`src/rtl/tlc_pkg.sv`:
```
package tlc_pkg;

    typedef enum logic {
        LANE_BYTE   = 1'b0,
        LANE_NIBBLE = 1'b1
    } lane_mode_e;

    typedef enum logic {
        EDGE_RISE = 1'b0,
        EDGE_FALL = 1'b1
    } cap_edge_e;

endpackage

```
`src/rtl/tlc_edge_pick.sv`:
```
module tlc_edge_pick
    import tlc_pkg::*;
(
    input  logic clk,
    input  logic rst_n,
    input  logic cap_on_fall_i,
    input  logic line_clk_i,
    output logic cap_o
);

    typedef struct packed {
        logic lclk;
    } edge_st_t;

    edge_st_t st_d, st_q;
    logic     rise, fall;
    cap_edge_e sel;

    always_comb begin
        sel   = cap_edge_e'(cap_on_fall_i);
        rise  = line_clk_i & ~st_q.lclk;
        fall  = ~line_clk_i & st_q.lclk;
        cap_o = (sel == EDGE_FALL) ? fall : rise;
        st_d.lclk = line_clk_i;
    end

    always_ff @(posedge clk) begin
        if (!rst_n) st_q <= '0;
        else        st_q <= st_d;
    end

endmodule

```
`src/rtl/tlc_word_pack.sv`:
```
module tlc_word_pack
    import tlc_pkg::*;
#(
    parameter int DATA_W = 8
) (
    input  logic              clk,
    input  logic              rst_n,
    input  logic              nibble_mode_i,
    input  logic              cap_i,
    input  logic [DATA_W-1:0] data_i,
    output logic [DATA_W-1:0] word_o,
    output logic              word_stb_o
);

    localparam int NIB_W = DATA_W / 2;

    typedef struct packed {
        lane_mode_e       mode;
        logic             upper_held;
        logic [NIB_W-1:0] hold;
    } pack_st_t;

    pack_st_t st_d, st_q;

    always_comb begin
        st_d       = st_q;
        word_o     = data_i;
        word_stb_o = 1'b0;
        if (cap_i) begin
            if (st_q.mode == LANE_BYTE) begin
                word_stb_o = 1'b1;
            end else if (!st_q.upper_held) begin
                st_d.hold       = data_i[NIB_W-1:0];
                st_d.upper_held = 1'b1;
            end else begin
                word_o          = {st_q.hold, data_i[NIB_W-1:0]};
                word_stb_o      = 1'b1;
                st_d.upper_held = 1'b0;
            end
        end
    end

    always_ff @(posedge clk) begin
        if (!rst_n) begin
            st_q.mode       <= lane_mode_e'(nibble_mode_i);
            st_q.upper_held <= 1'b0;
            st_q.hold       <= '0;
        end else begin
            st_q <= st_d;
        end
    end

endmodule

```
`src/rtl/tlc_ais_ctrl.sv`:
```
module tlc_ais_ctrl #(
    parameter int N_ALARM = 3
) (
    input  logic               clk,
    input  logic               rst_n,
    input  logic               force_i,
    input  logic [N_ALARM-1:0] alarm_i,
    input  logic [N_ALARM-1:0] alarm_en_i,
    output logic [N_ALARM:0]   cause_o
);

    logic [N_ALARM-1:0] gated;
    logic [N_ALARM:0]   cause_d, cause_q;

    for (genvar k = 0; k < N_ALARM; k++) begin : g_gate
        assign gated[k] = alarm_i[k] & alarm_en_i[k];
    end

    always_comb begin
        cause_d = {gated, force_i};
    end

    always_ff @(posedge clk) begin
        if (!rst_n) cause_q <= '0;
        else        cause_q <= cause_d;
    end

    assign cause_o = cause_q;

endmodule

```
`src/rtl/tlc_tx_capture.sv`:
```
module tlc_tx_capture
    import tlc_pkg::*;
#(
    parameter int DATA_W  = 8,
    parameter int N_ALARM = 3
) (
    input  logic               clk,
    input  logic               rst_n,
    input  logic               nibble_mode_i,
    input  logic               cap_on_fall_i,
    input  logic               line_clk_i,
    input  logic [DATA_W-1:0]  line_data_i,
    input  logic               force_ais_i,
    input  logic [N_ALARM-1:0] alarm_i,
    input  logic [N_ALARM-1:0] alarm_en_i,
    output logic [DATA_W-1:0]  word_o,
    output logic               word_valid_o,
    output logic               ais_o,
    output logic [N_ALARM:0]   ais_cause_o
);

    localparam int CAUSE_W = N_ALARM + 1;

    typedef struct packed {
        logic [DATA_W-1:0]  word;
        logic               valid;
        logic               ais;
        logic [CAUSE_W-1:0] cause;
    } out_st_t;

    logic               cap;
    logic [DATA_W-1:0]  packed_word;
    logic               packed_stb;
    logic [CAUSE_W-1:0] req_cause;
    out_st_t            st_d, st_q;

    tlc_edge_pick u_edge (
        .clk           (clk),
        .rst_n         (rst_n),
        .cap_on_fall_i (cap_on_fall_i),
        .line_clk_i    (line_clk_i),
        .cap_o         (cap)
    );

    tlc_word_pack #(.DATA_W(DATA_W)) u_pack (
        .clk           (clk),
        .rst_n         (rst_n),
        .nibble_mode_i (nibble_mode_i),
        .cap_i         (cap),
        .data_i        (line_data_i),
        .word_o        (packed_word),
        .word_stb_o    (packed_stb)
    );

    tlc_ais_ctrl #(.N_ALARM(N_ALARM)) u_ais (
        .clk        (clk),
        .rst_n      (rst_n),
        .force_i    (force_ais_i),
        .alarm_i    (alarm_i),
        .alarm_en_i (alarm_en_i),
        .cause_o    (req_cause)
    );

    always_comb begin
        st_d       = st_q;
        st_d.valid = packed_stb;
        if (packed_stb) begin
            st_d.cause = req_cause;
            st_d.ais   = |req_cause;
            st_d.word  = (|req_cause) ? {DATA_W{1'b1}} : packed_word;
        end
    end

    always_ff @(posedge clk) begin
        if (!rst_n) st_q <= '0;
        else        st_q <= st_d;
    end

    assign word_o       = st_q.word;
    assign word_valid_o = st_q.valid;
    assign ais_o        = st_q.ais;
    assign ais_cause_o  = st_q.cause;

endmodule

```
`config.mk`:
```
export PLATFORM = sky130hd
export DESIGN_NAME = tlc_tx_capture
export DESIGN_NICKNAME = d
export VERILOG_FILES = /design/src/rtl/tlc_pkg.sv /design/src/rtl/tlc_edge_pick.sv /design/src/rtl/tlc_word_pack.sv /design/src/rtl/tlc_ais_ctrl.sv /design/src/rtl/tlc_tx_capture.sv
export SDC_FILE = /design/constraint.sdc
export NUM_CORES = 1
export LEC_CHECK = 0
export BUFFER_PORTS_ARGS = -buffer_cell sky130_fd_sc_hd__buf_2
export CAP_MARGIN = 0
export CORE_ASPECT_RATIO = 1.75
export CORE_MARGIN = 5
export CORE_UTILIZATION = 40
export DETAILED_ROUTE_END_ITERATION = 10
export GPL_TIMING_DRIVEN = 0
export PLACE_DENSITY = 0.66
export REMOVE_ABC_BUFFERS = 1
export SLEW_MARGIN = 10
export SYNTH_ARGS = -nofsm -noshare
export SYNTH_HDL_FRONTEND = slang
export SYNTH_SLANG_ARGS = --single-unit
```
`constraint.sdc`:
```
create_clock -name clk -period 3.53 [get_ports clk]
set_clock_uncertainty 0.2 [all_clocks]
set_input_delay 0.1765 -clock clk [delete_from_list [all_inputs] [get_ports clk]]
set_output_delay 0.1765 -clock clk [all_outputs]
set_load 0.01 [all_outputs]
```
==> results of run 1 <==
==> worst paths after layout <==
| kind | slack, ns | cells past startpoint | start | end |
|---|---|---|---|---|
| max | 1.59 | 5 | line_clk_i | ais_cause_o[2]$_SDFFE_PN0P_ |
| max reg2reg | 1.81 | 3 | u_edge.st_q$_SDFF_PN0_ | ais_cause_o[2]$_SDFFE_PN0P_ |
| min reg2reg | 0.26 | 2 | u_pack.st_q[3]$_SDFFE_PN0P_ | u_pack.st_q[3]$_SDFFE_PN0P_ |
| min | 0.15 | 4 | line_data_i[4] | word_o[4]$_SDFFE_PN0P_ |
==> cell type report <==
| class | instances | area [µm²] | share of cell area, % |
|---|---|---|---|
| multi-input combinational | 71 | 463 | 33.9 |
| timing repair buffer | 46 | 295 | 21.6 |
| tap | 26 | 32.5 | 2.38 |
| sequential | 25 | 510 | 37.4 |
| inverter | 5 | 18.8 | 1.37 |
| clock buffer | 4 | 45.0 | 3.30 |
==> kinds of logic after synthesis <==
logic type / after synthesis
mux: 14
flops: 25
buf+inv: 11
simple gates: 40
compound gates: 17
==> layer usage <==
layer	part of all wire (%)	global-route usage, %	vias to the layer above	wire length, µm
met4	1.7	7.82	0	36
met3	6.3	2.81	4	135
met2	53	22.0	21	1130
met5	0	0	-	0
li1	-	-	451	-
met1	39	15.2	369	831
==> sequential cells by signal (all words and copies together) (netlist names) <==
register,cells
u_pack.st_d,1
u_edge.st_q,1
u_pack.st_q,5
u_ais.cause_o,4
ais_o,1
word_o,8
word_valid_o,1
ais_cause_o,4
==> through the flow <==
| stage | hold slack [ns] | area [µm²] | worst slack (ns) | std cells | utilization [%] |
|---|---|---|---|---|---|
| after global routing | 0.170 | 1370 | 1.50 | 177 | 55.4 |
| after global placement | 0.155 | 1190 | 1.85 | 160 | 48.3 |
| final | 0.146 | 1370 | 1.59 | 177 | 55.4 |
| after CTS | 0.147 | 1370 | 1.57 | 177 | 55.4 |
| after detailed placement | 0.155 | 1190 | 1.81 | 160 | 48.3 |
| after floorplan | 0.0754 | 992 | 1.97 | 101 | - |
==> worst max-delay path, cell delays in order <==
cell,delay [ns]
dlygate4sd3_1,0.52
buf_2,0.13
or3b_4,0.40
a21boi_2,0.45
mux2i_1,0.25
==> placed cells by master, fill, tap and decap left out, types with 2 or more instances in the layout <==
cell           Yosys  routed
and3_1             3       3
dfxtp_1           24      24
buf_2              1      33
dlygate4sd3_1      0      13
nor2_1             5       5
o221a_1            4       4
inv_1              5       5
mux2i_1           14      14
o21ai_0            5       5
and2_1             2       2
clkbuf_8           0       3
nand2b_1           2       2
a31oi_1            4       4
nand2_1           23      23
==> report_power, final <==
part           switching, mW  internal, mW  total (mW)
Clock                 0.0844        0.0806       0.165
Combinational         0.0366        0.0424      0.0790
Sequential           0.00974         0.298       0.308
==> impl_metrics.toml, run 1 <==
[logic_synthesis]
synth_compound_area_share_pct = 12.5
synth.area.top_cells = "dfxtp_1 47%, mux2i_1 14%, nand2_1 8.5%"
synth_most_common_cell = "dfxtp_1"
netlist.area_leader.share_pct = 47.1
synth_area_mm2 = 0.00102
synthesis.instances = 107
synthArstFlopShare_pct = 0
syn_area_per_cell_um2 = 9.53
synth_top_family_by_area = "simple AND/OR/NAND/NOR gates"
yosys_most_used_dff = "dfxtp_1"
synth.distinct_cells = 24
muxShareOfSynthArea_pct = 13.7
synth_edf_count = 1
synth_fa_ha_area_share_pct = 0
ys_seq_area_share_pct = 50.1
synth.top_cells.by_count = "24 x dfxtp_1, 23 x nand2_1, 14 x mux2i_1"
ys_ff_latch = 25
synth_top_area_cell = "dfxtp_1"
yosys.area_share.simple_pct = 19.1
synth-warning-count = 0
synth-xor-area-share_pct = 0

[global_routing]
grt_first_pass_wirelength_um = 3720
grt_start_max_net_pins = 39
grt.total_usage_pct = 13.6
overflow = 0
antenna_found_initial = 0
grt_pass1_vias = 907

[cts]
post-cts-setup-buffers = 0
postCtsHoldBufs = 13
clock_tree.root_cell = "clkbuf_8"
cts_made_buffers = 3
clock_latency_ns = 0.26
cts_tree = "built"
cts_buffer_depth = 2
clkSinkCount = 25
path_clk_slew_ns = 0.08
post_cts_resize_count = 0
htree_levels = 1

[route]
postRouteAntennaNets = 0
drc = 0
viasPerCell = 4.77
num_vias = 845
drtPass1Iterations = 4
drt_iter0_markers = 10
wl_per_cell_um = 12.1
wl_um = 2130

[finish]
drive_gt1_share_pct = 26.5
n_antenna_cell = 0
area_growth_syn_to_layout_pct = 33.9
nFillCells = 240
final_nets = 172

[critical_path]
cp_data_required_time_ns = 3.52
start_kind = "input port"
worstSetupEndpointType = "flip-flop"
critPathMaxFanout = 9
critical_path_class = "input port to flip-flop"
worst-endpoint-arrival_ns = 1.93

[run_status]
status = "complete, no violations"

[pwr]
power.total_mw = 0.552
ir_drop_mv = 0.267
power.density_mw_per_mm2 = 404
p_leak_nw = 0.628

[floorplanning]
dieArea_mm2 = 0.00370
start_util_pct = 41.4
die_y_um = 76.8
core-area_mm2 = 0.00246
die_w_um = 48.2
rows = 24
ios = 34

[sta]
setup_viol = 0
min_period_ns = 1.94
worst_slew_margin_rel_pct = 62.9
tns_ns = 0
rsz0062_at_grt = "false"
fin_crit_sh_pct = 55.0
tightestPinTransition_ns = 0.556
finalHoldViolCount = 0
slew_violations = 0
max_freq_mhz = 515

[worst_hold_path]
hold_path_class = "input port to flip-flop"

[placement]
place_hpwl_um = 1620
port_buffers = 33
place_congestion = 0.712

[flow_run]
max_cap_violations = 0
(Power assumes the default switching activity.)
==> inputs of run 2 (changes only) <==
==> constraint.sdc (replaced) <==
create_clock -name clk -period 1.8 [get_ports clk]
set_clock_uncertainty 0.2 [all_clocks]
set_input_delay 0.09 -clock clk [delete_from_list [all_inputs] [get_ports clk]]
set_output_delay 0.09 -clock clk [all_outputs]
set_load 0.01 [all_outputs]
==> run 2 against run 1 <==
Compared with the run above: first-iteration DRC count up 40%; clock power up 96%; design area up 0.55%; power grew 97%; count of clock-buffer cells in the layout unchanged; non-clock buffer count is the same; global-route usage rose by 0.087 points; combinational power up 99%; largest cell class unchanged; highest routed layer unchanged.
==> impl_metrics.toml, run 2 (same netlist as run 1, synthesis figures left out) <==
[run_status]
status = "complete, no violations"

[cts]
clock_tree.root_cell = "clkbuf_8"
clock_latency_ns = 0.26
clkSinkCount = 25
cts_tree = "built"
htree_levels = 1
cts_buffer_depth = 2
path_clk_slew_ns = 0.08
cts_made_buffers = 3

[finish]
post_layout_nonfiller_instances = 177
fin_area_mm2 = 0.00137
area_growth_syn_to_layout_pct = 34.6
largest_register_ffs = 8
mostFrequentLayoutCell = "buf_2"
n_antenna_cell = 0
final_cell_mix = "33 x buf_2, 24 x dfxtp_1, 23 x nand2_1"
drive_gt1_share_pct = 26.5
final_nets = 172
nFillCells = 240
final_util_pct = 55.7

[route]
postRouteAntennaNets = 0
drtPass1Iterations = 4
wl_per_cell_um = 12.1
drt_iter0_markers = 14
num_vias = 842
wl_um = 2140
viasPerCell = 4.76
drc = 0

[critical_path]
worst-endpoint-arrival_ns = 1.62
crit_chain = "or4_4 -> a21o_1 -> o221a_1"
critical_path_class = "flip-flop to flip-flop"
cp_data_required_time_ns = 1.76
slowest_delay_ns = 0.57
cp_slowest_cell = "or4_4"
worstSetupEndpointType = "flip-flop"
reg2reg_setup_slack_ns = 0.13
start_kind = "flip-flop"
critPathMaxFanout = 6

[pwr]
p_seq_share_pct = 55.7
p_leak_nw = 0.632
p_sw_mw = 0.257
power.total_mw = 1.09
power.density_mw_per_mm2 = 791
sw_frac_of_total_pct = 23.7
clockPowerShare_pct = 29.8
internal-power_mw = 0.828
p_comb_share_pct = 14.5
ir_drop_mv = 0.524

[sta]
rsz0062_at_grt = "false"
min_period_ns = 1.67
setup_viol = 0
slew_violations = 0
fin_ws_ns = 0.134
fin_crit_sh_pct = 92.5
tns_ns = 0
max_freq_mhz = 600
tightestPinTransition_ns = 0.557
finalHoldViolCount = 0
worst_slew_margin_rel_pct = 62.8
hold_ws_ns = 0.0593

[global_routing]
grt.total_usage_pct = 13.7
grt_start_max_net_pins = 39
antenna_found_initial = 0
grt_first_pass_wirelength_um = 3750
grt_pass1_vias = 912
overflow = 0

[worst_hold_path]
hold_path_class = "input port to flip-flop"

[placement]
place_area_mm2 = 0.00119
preCtsSetupSlack_ns = 0.0770
port_buffers = 33
dpl.cell_count = 160
place_congestion = 0.712
place_hpwl_um = 1620

[floorplanning]
start_util_pct = 41.4
die_y_um = 76.8
ios = 34
rows = 24
dieArea_mm2 = 0.00370
die_w_um = 48.2
core-area_mm2 = 0.00246

[flow_run]
max_cap_violations = 0
-- run 2: cell counts in the layout (fill, tap and decap cells not counted) --
No cell type changed its count.
-- run 2: path summary, 6_finish.rpt --
kind                               startpoint                           to  depth (start not counted)
hold / removal                 line_data_i[4]       word_o[4]$_SDFFE_PN0P_                          4
setup reg to reg  u_ais.cause_o[0]$_SDFF_PN0_       word_o[5]$_SDFFE_PN0P_                          3
setup / recovery  u_ais.cause_o[0]$_SDFF_PN0_       word_o[5]$_SDFFE_PN0P_                          3
hold reg to reg   u_pack.st_q[3]$_SDFFE_PN0P_  u_pack.st_q[3]$_SDFFE_PN0P_                          2
-- run 2: final cells by class --
type	count	area (µm²)	share of cell area, %
Sequential cell	25	510	37.2
Multi-Input combinational cell	71	470	34.3
Timing Repair Buffer	46	295	21.5
Clock buffer	4	45.0	3.28
Tap cell	26	32.5	2.37
Inverter	5	18.8	1.37
-- run 2: routing by layer --
metal	global-route usage, %	vias to the layer above	share of wire (%)
met5	0	-	0
met4	7.82	0	1.7
met3	2.81	4	6.3
met2	22.3	21	53
met1	15.2	367	39
li1	-	450	-
-- run 2: timing repair --
| action | CTS | global route |
|---|---|---|
| gates resized for setup | 0 | 1 |
| endpoints found under the hold margin | 14 | 0 |
| setup endpoints to repair | 0 | 9 |
| buffers inserted | 0 | 0 |
| hold buffers | 13 | 0 |
-- run 2: power by group through the flow --
stage          sequential, mW  combinational [mW]  clock, mW
4_1_cts                 0.605               0.157      0.333
5_1_grt                 0.610               0.175      0.359
3_5_place_dp            0.618               0.137          0
3_3_place_gp            0.616               0.132          0
2_1_floorplan           0.622              0.0689          0
6_report                0.604               0.157      0.324
-- run 2: worst max-delay path, delay by kind of cell, from the launching register on --
kind	cells	cell delay (ns)
flops	1	0.32
compound gates	2	0.47
simple gates	1	0.57
